### config.mk
export PLATFORM = sky130hd
export DESIGN_NAME = sbm_evt_irq
export DESIGN_NICKNAME = d
export VERILOG_FILES = /design/src/rtl/sbm_evt_pkg.sv /design/src/rtl/sbm_evt_status.sv /design/src/rtl/sbm_evt_mask.sv /design/src/rtl/sbm_evt_rdport.sv /design/src/rtl/sbm_evt_irq.sv
export SDC_FILE = /design/constraint.sdc
export NUM_CORES = 1
export LEC_CHECK = 0
export ABC_CLOCK_PERIOD_IN_PS = 2400
export BUFFER_PORTS_ARGS = -buffer_cell sky130_fd_sc_hd__buf_2
export CORE_MARGIN = 5
export CORE_UTILIZATION = 51
export DETAILED_ROUTE_END_ITERATION = 16
export HOLD_SLACK_MARGIN = 0.1
export PLACE_DENSITY = 0.94
export SLEW_MARGIN = 20
export SYNTH_ARGS = -nofsm -noshare
export SYNTH_HDL_FRONTEND = slang
export SYNTH_HIERARCHICAL = 1
export SYNTH_SLANG_ARGS = --single-unit
### constraint.sdc
create_clock -name clk -period 2.4 [get_ports clk]
set_input_delay 0.36 -clock clk [delete_from_list [all_inputs] [get_ports clk]]
set_output_delay 0.36 -clock clk [all_outputs]
set_load 0.01 [all_outputs]
### src/rtl/sbm_evt_pkg.sv
`timescale 1ns/1ps
package sbm_evt_pkg;
  // Word addresses of the register views
  localparam int unsigned ADR_RAW  = 0;
  localparam int unsigned ADR_MSK  = 1;
  localparam int unsigned ADR_ESET = 2;
  localparam int unsigned ADR_ECLR = 3;

  // Event bit positions
  localparam int unsigned EV_NOACK   = 0;
  localparam int unsigned EV_ARBLOST = 1;
  localparam int unsigned EV_ACCRDY  = 2;
  localparam int unsigned EV_RXRDY   = 3;
  localparam int unsigned EV_TXRDY   = 4;
  localparam int unsigned EV_RXDRAIN = 5;
  localparam int unsigned EV_TXDRAIN = 6;
  localparam int unsigned EV_COUNT   = 7;
endpackage

### src/rtl/sbm_evt_status.sv
`timescale 1ns/1ps
// Sticky event bits: set by pulse, cleared by write-one, set has priority.
module sbm_evt_status #(
  parameter int unsigned NUM_EVT = 7
) (
  input  logic               clk,
  input  logic               rst_n,
  input  logic [NUM_EVT-1:0] set_vec,
  input  logic [NUM_EVT-1:0] clr_vec,
  output logic [NUM_EVT-1:0] sts_q
);
  logic [NUM_EVT-1:0] sts_d;
  logic [NUM_EVT-1:0] sts_ce;

  for (genvar i = 0; i < NUM_EVT; i++) begin : g_bit
    always_comb begin
      sts_ce[i] = set_vec[i] | clr_vec[i];
      sts_d[i]  = set_vec[i];
    end

    always_ff @(posedge clk or negedge rst_n) begin
      if (!rst_n) begin
        sts_q[i] <= 1'b0;
      end else if (sts_ce[i]) begin
        sts_q[i] <= sts_d[i];
      end
    end
  end
endmodule

### src/rtl/sbm_evt_mask.sv
`timescale 1ns/1ps
// Enable mask with separate set and clear write ports.
module sbm_evt_mask #(
  parameter int unsigned NUM_EVT = 7
) (
  input  logic               clk,
  input  logic               rst_n,
  input  logic [NUM_EVT-1:0] set_vec,
  input  logic [NUM_EVT-1:0] clr_vec,
  output logic [NUM_EVT-1:0] en_q
);
  logic [NUM_EVT-1:0] en_d;
  logic               en_ce;

  always_comb begin
    en_ce = |(set_vec | clr_vec);
    en_d  = (en_q & ~clr_vec) | set_vec;
  end

  always_ff @(posedge clk or negedge rst_n) begin
    if (!rst_n) begin
      en_q <= '0;
    end else if (en_ce) begin
      en_q <= en_d;
    end
  end
endmodule

### src/rtl/sbm_evt_rdport.sv
`timescale 1ns/1ps
// Registered read multiplexer for the status and enable views.
module sbm_evt_rdport
  import sbm_evt_pkg::*;
#(
  parameter int unsigned ADDR_W   = 3,
  parameter int unsigned DATA_W   = 16,
  parameter int unsigned NUM_EVT  = 7,
  parameter int unsigned BUSY_BIT = 12
) (
  input  logic               clk,
  input  logic               rst_n,
  input  logic               rd,
  input  logic [ADDR_W-1:0]  addr,
  input  logic [NUM_EVT-1:0] sts,
  input  logic [NUM_EVT-1:0] en,
  input  logic               busy,
  output logic [DATA_W-1:0]  rdata_q
);
  logic [DATA_W-1:0] raw_w;
  logic [DATA_W-1:0] msk_w;
  logic [DATA_W-1:0] ena_w;
  logic [DATA_W-1:0] rdata_d;

  always_comb begin
    raw_w = '0;
    msk_w = '0;
    ena_w = '0;
    raw_w[NUM_EVT-1:0] = sts;
    raw_w[BUSY_BIT]    = busy;
    msk_w[NUM_EVT-1:0] = sts & en;
    ena_w[NUM_EVT-1:0] = en;
  end

  always_comb begin
    case (addr)
      ADDR_W'(ADR_RAW):  rdata_d = raw_w;
      ADDR_W'(ADR_MSK):  rdata_d = msk_w;
      ADDR_W'(ADR_ESET): rdata_d = ena_w;
      ADDR_W'(ADR_ECLR): rdata_d = ena_w;
      default:           rdata_d = '0;
    endcase
  end

  always_ff @(posedge clk or negedge rst_n) begin
    if (!rst_n) begin
      rdata_q <= '0;
    end else if (rd) begin
      rdata_q <= rdata_d;
    end
  end
endmodule

### src/rtl/sbm_evt_irq.sv
`timescale 1ns/1ps
module sbm_evt_irq
  import sbm_evt_pkg::*;
#(
  parameter int unsigned ADDR_W   = 3,
  parameter int unsigned DATA_W   = 16,
  parameter int unsigned NUM_EVT  = EV_COUNT,
  parameter int unsigned BUSY_BIT = 12
) (
  input  logic               clk,
  input  logic               rst_n,
  input  logic               reg_wr,
  input  logic               reg_rd,
  input  logic [ADDR_W-1:0]  reg_addr,
  input  logic [DATA_W-1:0]  reg_wdata,
  output logic [DATA_W-1:0]  reg_rdata,
  input  logic [NUM_EVT-1:0] evt_pulse,
  input  logic               bus_busy,
  output logic               irq
);
  logic [NUM_EVT-1:0] wlo;
  logic               hit_sts;
  logic               hit_eset;
  logic               hit_eclr;
  logic [NUM_EVT-1:0] sts_clr;
  logic [NUM_EVT-1:0] en_set;
  logic [NUM_EVT-1:0] en_clr;
  logic [NUM_EVT-1:0] sts_q;
  logic [NUM_EVT-1:0] en_q;
  logic               irq_d;
  logic               irq_q;
  logic               unused_hi;

  // Write decode
  always_comb begin
    wlo      = reg_wdata[NUM_EVT-1:0];
    hit_sts  = reg_wr && ((reg_addr == ADDR_W'(ADR_RAW)) || (reg_addr == ADDR_W'(ADR_MSK)));
    hit_eset = reg_wr && (reg_addr == ADDR_W'(ADR_ESET));
    hit_eclr = reg_wr && (reg_addr == ADDR_W'(ADR_ECLR));
    sts_clr  = hit_sts  ? wlo : '0;
    en_set   = hit_eset ? wlo : '0;
    en_clr   = hit_eclr ? wlo : '0;
  end
  assign unused_hi = ^reg_wdata[DATA_W-1:NUM_EVT];

  sbm_evt_status #(.NUM_EVT(NUM_EVT)) u_status (
    .clk(clk), .rst_n(rst_n), .set_vec(evt_pulse), .clr_vec(sts_clr), .sts_q(sts_q)
  );

  sbm_evt_mask #(.NUM_EVT(NUM_EVT)) u_mask (
    .clk(clk), .rst_n(rst_n), .set_vec(en_set), .clr_vec(en_clr), .en_q(en_q)
  );

  sbm_evt_rdport #(
    .ADDR_W(ADDR_W), .DATA_W(DATA_W), .NUM_EVT(NUM_EVT), .BUSY_BIT(BUSY_BIT)
  ) u_rd (
    .clk(clk), .rst_n(rst_n), .rd(reg_rd), .addr(reg_addr), .sts(sts_q),
    .en(en_q), .busy(bus_busy), .rdata_q(reg_rdata)
  );

  // Interrupt: registered OR of enabled pending events
  always_comb begin
    irq_d = |(sts_q & en_q);
  end

  always_ff @(posedge clk or negedge rst_n) begin
    if (!rst_n) begin
      irq_q <= 1'b0;
    end else begin
      irq_q <= irq_d;
    end
  end

  assign irq = irq_q;
endmodule

==> impl_metrics.yaml, run 1 <==
pwr:
  vdd_drop_max_v: 0.000481
  p_per_area_nw_per_um2: 590
  p_leak_nw: 0.678
timing:
  rsz0062_at_grt: "false"
  finClkSkew_ns: 0.00882
  final_max_slew_viol_count: 0
  slew_headroom: 0.655
  timing.setup.tns_ns: 0
  hold_violations: 0
  period_share: 0.511
  max_freq_mhz: 816
  tightestPinTransition_ns: 0.518
  min_period_ns: 1.23
  finalSetupViolations: 0
worst_setup_path:
  slowest_stage: "dfrtp_1"
  critPathKind: "flop to output pin"
  cp_max_fo: 2
  end_kind: "output pin"
  start_kind: "flop"
  path_delay_family: "flip-flops"
  critPathRequiredTime_ns: 2.04
  cp.arrival_ns: 0.87
  critPathBufInv: 1
  path_cells: "buf_2"
  critical_path.max_stage_delay_ns: 0.42
clock_tree:
  ctsResizeCount: 0
  cts_tree: "built"
  clkTransAtPathRegs_ns: 0.13
  cts_buffer_depth: 2
  htree_num_levels: 1
  clk_latency_ns: 0.30
  cts_root_buf: "clkbuf_4"
  clock_sinks: 23
  numCtsBuffers: 3
global_route:
  grt-ovfl-total: 0
  grt_pass1_wl_mm: 4.46
  grt_max_degree: 24
  grt_pass1_vias: 1024
  antenna_found_initial: 0
  track_usage: 0.164
placement:
  gp_congestion: 0.765
  placed_cell_area_sq_um: 1360
  dp_hpwl_mm: 1.99
  io_buffer_count: 30
floorplanning:
  die_y_um: 59.1
  io_pins: 48
  dieArea_sq_um: 3490
  rows: 17
  die_w_um: 59.1
  initial_core_util: 0.544
  core-area_sq_um: 2250
synth:
  synth_area_leaders: "dfrtp_1 47%, and2_1 11%, a21o_1 8.6%, inv_1 6.4%, buf_4 5.5%"
  synth_top_area_cell: "dfrtp_1"
  yosysSeqAreaShare: 0.469
  yosysWarnings: 6
  synth_edf_count: 0
  synth_cell_types: 21
  synthMostInstantiatedCell: "dfrtp_1"
  ys_ff_latch: 23
  async_flop_share: 1.00
  syn_area_sq_um: 1230
  netlist_top_cells_count: "23 x dfrtp_1, 21 x and2_1, 21 x inv_1"
  synth_top_area_share: 0.469
  synthFlopType: "dfrtp_1"
  synthCells: 122
  avgSynthCellArea_sq_um: 10.1
layout:
  diodes: 0
  utilization: 0.617
  stdcell_area_sq_um: 1390
  finalNetCount: 185
  syn_to_final_growth_pct: 13.4
  layout-drive-gt1-share: 0.261
  register_area_sq_um: 576
  fill_cells: 213
  multi_input_area_sq_um: 515
routing:
  vias_per_cell: 5.30
  drtPass1Iterations: 4
  post_drt_wl_per_cell_um: 14.2
  drt_iter0_drc: 20
  drcViolationCount: 0
  routed_wl_mm: 2.57
  postRouteAntennaNets: 0
  route.vias.total: 960
outcome:
  status: "completed"
hold_path:
  hold_path.class: "input port to flop"
job:
  drv_cap: 0
## cells by family after synthesis
logic type | share of synthesized area
simple gates | 0.173
other cells | 0.00306
compound gates | 0.213
mux | 0.00917
flops | 0.469
buf+inv | 0.133
## area by class of cell
class | count | share of cell area
clock buffer | 4 | 0.0189
inverter | 21 | 0.0567
multi-input combinational | 74 | 0.371
sequential | 23 | 0.414
tap | 28 | 0.0252
timing repair buffer | 31 | 0.115
## report_power, final
part	leakage [nW]	switching (W)	total (W)	internal, W
Combinational	0.401	0.0000811	0.000175	0.0000944
Sequential	0.261	0.0000338	0.000469	0.000435
Clock	0.0150	0.000113	0.000177	0.0000647
## through the flow
stage	total power [W]	instances	hold slack, ns	worst slack (ns)
3_3_place_gp	0.000638	176	0.351	0.934
2_1_floorplan	0.000590	129	0.0644	1.32
5_1_grt	0.000871	181	0.208	1.10
6_report	0.000821	181	0.220	1.17
3_5_place_dp	0.000651	176	0.363	0.885
4_1_cts	0.000823	181	0.221	1.17
## placed cells by master, fill, tap and decap left out
cell type      instances
and4b_1                1
o32ai_1                7
buf_2                 30
a21o_1                14
nor4b_1                1
and4bb_1               1
clkbuf_4               3
nor3b_2                1
conb_1                 8
nand2b_1               1
a222oi_1               1
o21ba_1                2
o21ba_2                5
inv_1                 21
a22oi_1                2
and2_1                21
nand3_1                1
dlygate4sd3_1          1
clkbuf_1               1
dfrtp_1               23
mux2_2                 1
nor2_1                 7
## routing by layer
layer	part of all wire	track usage
met1	0.39	0.189
met2	0.50	0.297
met3	0.096	0.0479
met4	0.014	0.0421
met5	0	0
## registers in the layout, indices dropped and copies added, names as in the netlist
| register | flops |
|---|---|
| irq | 1 |
| u_mask/en_q | 7 |
| u_status/sts_q | 7 |
| u_rd/rdata_q | 8 |
## timing repair
item / 4_1_cts / 5_1_grt
hold endpoints to repair: 23 / 0
setup buffers: 0 / 0
hold buffers: 1 / 0
## final timing paths
path	startpoint	endpoint	slack, ns	cells past startpoint
setup reg to reg	u_status/sts_q[0]	irq	1.40	2
setup / recovery	u_rd/rdata_q[2]	reg_rdata[2]	1.17	1
min in group asynchronous	rst_n	u_status/sts_q[2]	0.54	2
hold reg to reg	u_mask/en_q[1]	u_mask/en_q[1]	0.52	1
max in group asynchronous	rst_n	u_rd/rdata_q[12]	1.50	2
hold / removal	evt_pulse[2]	u_status/sts_q[2]	0.22	2
No activity file was read; power rests on OpenSTA's default activity.
==> run 2, diff against run 1 <==
- ABC_CLOCK_PERIOD_IN_PS: 2400 -> 1200
- CORE_UTILIZATION: 51 -> 48
- PLACE_DENSITY: 0.94 -> 0.9
- clock period: 2.4 -> 1.2 ns (I/O delays scaled with it)
==> run 2 against run 1 <==
Global-route usage shrank 0.22 points. Routed wire length grew 0.12%. Sequential power grew 99%. Via count grew 4.6%. Combinational power grew 110%. First-iteration DRC count grew 90%. Register-to-register slack lost 1.3 ns. Flip-flop and latch count is the same. Largest cell class unchanged. Largest power group unchanged. Highest routed layer unchanged.
==> impl_metrics.yaml, run 2 (same netlist as run 1, synthesis figures left out) <==
routing:
  drt_iter0_drc: 38
  drcViolationCount: 0
  post_drt_wl_per_cell_um: 13.4
  vias_per_cell: 5.23
  route.vias.total: 1004
  drtPass1Iterations: 4
  postRouteAntennaNets: 0
  routed_wl_mm: 2.57
timing:
  rsz0062_at_grt: "false"
  hold_violations: 0
  period_share: 0.876
  min_period_ns: 1.05
  timing.setup.tns_ns: 0
  finalSetupViolations: 0
  final_max_slew_viol_count: 0
  finClkSkew_ns: 0.00575
  holdWs_ns: 0.177
  max_freq_mhz: 952
job:
  drv_cap: 0
placement:
  gp_congestion: 0.778
  dp_hpwl_mm: 1.96
  io_buffer_count: 30
clock_tree:
  post-cts-setup-buffers: 0
  clk_latency_ns: 0.30
  numCtsBuffers: 3
  cts_hold_buf: 8
  cts_root_buf: "clkbuf_4"
  clkTransAtPathRegs_ns: 0.13
  htree_num_levels: 1
  ctsResizeCount: 0
  cts_buffer_depth: 2
  clock_sinks: 23
  cts_tree: "built"
floorplanning:
  initial_core_util: 0.500
  rows: 18
  core-area_sq_um: 2450
  io_pins: 48
  die_y_um: 60.6
  dieArea_sq_um: 3670
  die_w_um: 60.6
layout:
  diodes: 0
  layout_common_cells: "30 x buf_2, 23 x dfrtp_1, 21 x and2_1, 21 x inv_1, 14 x a21o_1"
  largest_register_ffs: 8
  top_register: "u_rd/rdata_q"
  reg_top3: "u_rd/rdata_q (8), u_mask/en_q (7), u_status/sts_q (7)"
  syn_to_final_growth_pct: 20.6
  final_common_cell: "buf_2"
  layout-drive-gt1-share: 0.265
  finalNetCount: 194
global_route:
  grt-ovfl-total: 0
  grt_pass1_vias: 992
  track_usage: 0.162
  antenna_found_initial: 0
  grt_max_degree: 24
  grt_pass1_wl_mm: 4.46
pwr:
  switchingPower_w: 0.000453
  p_leak_nw: 0.719
  sequentialPowerShare: 0.565
  p_comb_frac: 0.226
  report.power.total_w: 0.00165
  power.internal_w: 0.00120
  vdd_drop_max_v: 0.000905
  swShare: 0.274
  power_frac_clock: 0.210
  p_per_area_nw_per_um2: 1120
worst_setup_path:
  critPathRequiredTime_ns: 1.38
  cp_max_fo: 3
  end_kind: "flop"
  start_kind: "flop"
  critPathKind: "flop to flop"
  cp.arrival_ns: 1.23
hold_path:
  hold_path.class: "input port to flop"
outcome:
  status: "completed"
## run 2: worst paths after layout
kind / depth (start not counted) / start / to / slack [ns]
min in group asynchronous: 2 / rst_n / u_status/sts_q[1] / 0.36
max: 2 / u_status/sts_q[0] / irq / 0.15
min: 3 / reg_wdata[1] / u_mask/en_q[1] / 0.18
min reg2reg: 1 / u_mask/en_q[1] / u_mask/en_q[1] / 0.51
max in group asynchronous: 2 / rst_n / u_rd/rdata_q[12] / 0.51
max reg2reg: 2 / u_status/sts_q[0] / irq / 0.15
## run 2: per-stage QoR
stage	setup slack (ns)	instances	util	area, sq um
floorplan	0.297	129	-	1250
global placement	0.0495	180	0.559	1370
detailed placement	0.0122	180	0.559	1370
CTS	0.138	192	0.603	1480
global route	0.0931	192	0.603	1480
finish	0.149	192	0.603	1480
## run 2: cell type report
cell class | instances | area, sq um
Sequential cell | 23 | 576
Tap cell | 30 | 37.5
Clock buffer | 3 | 22.5
Multi-Input combinational cell | 74 | 515
Fill cell | 205 | 975
Timing Repair Buffer | 40 | 245
Inverter | 21 | 78.8
Clock inverter | 1 | 5.00
## run 2: power by group through the flow
stage | Combinational (W) | Sequential, W | Clock (W)
after global placement | 0.000337 | 0.000942 | 0
final | 0.000373 | 0.000934 | 0.000347
after CTS | 0.000376 | 0.000934 | 0.000348
after global routing | 0.000415 | 0.000950 | 0.000403
after floorplan | 0.000230 | 0.000950 | 0
after detailed placement | 0.000353 | 0.000950 | 0
## run 2: critical path: stages, from the launching register on
cell and delay [ns]:
dfrtp_1 0.42, a222oi_1 0.38, nand3_1 0.13
## run 2: layer usage
layer	up-vias	global-route usage	wire [um]
met5	-	0	0
met4	0	0.0650	40
met3	4	0.0277	220
met2	48	0.273	1320
met1	478	0.208	995
li1	474	-	-
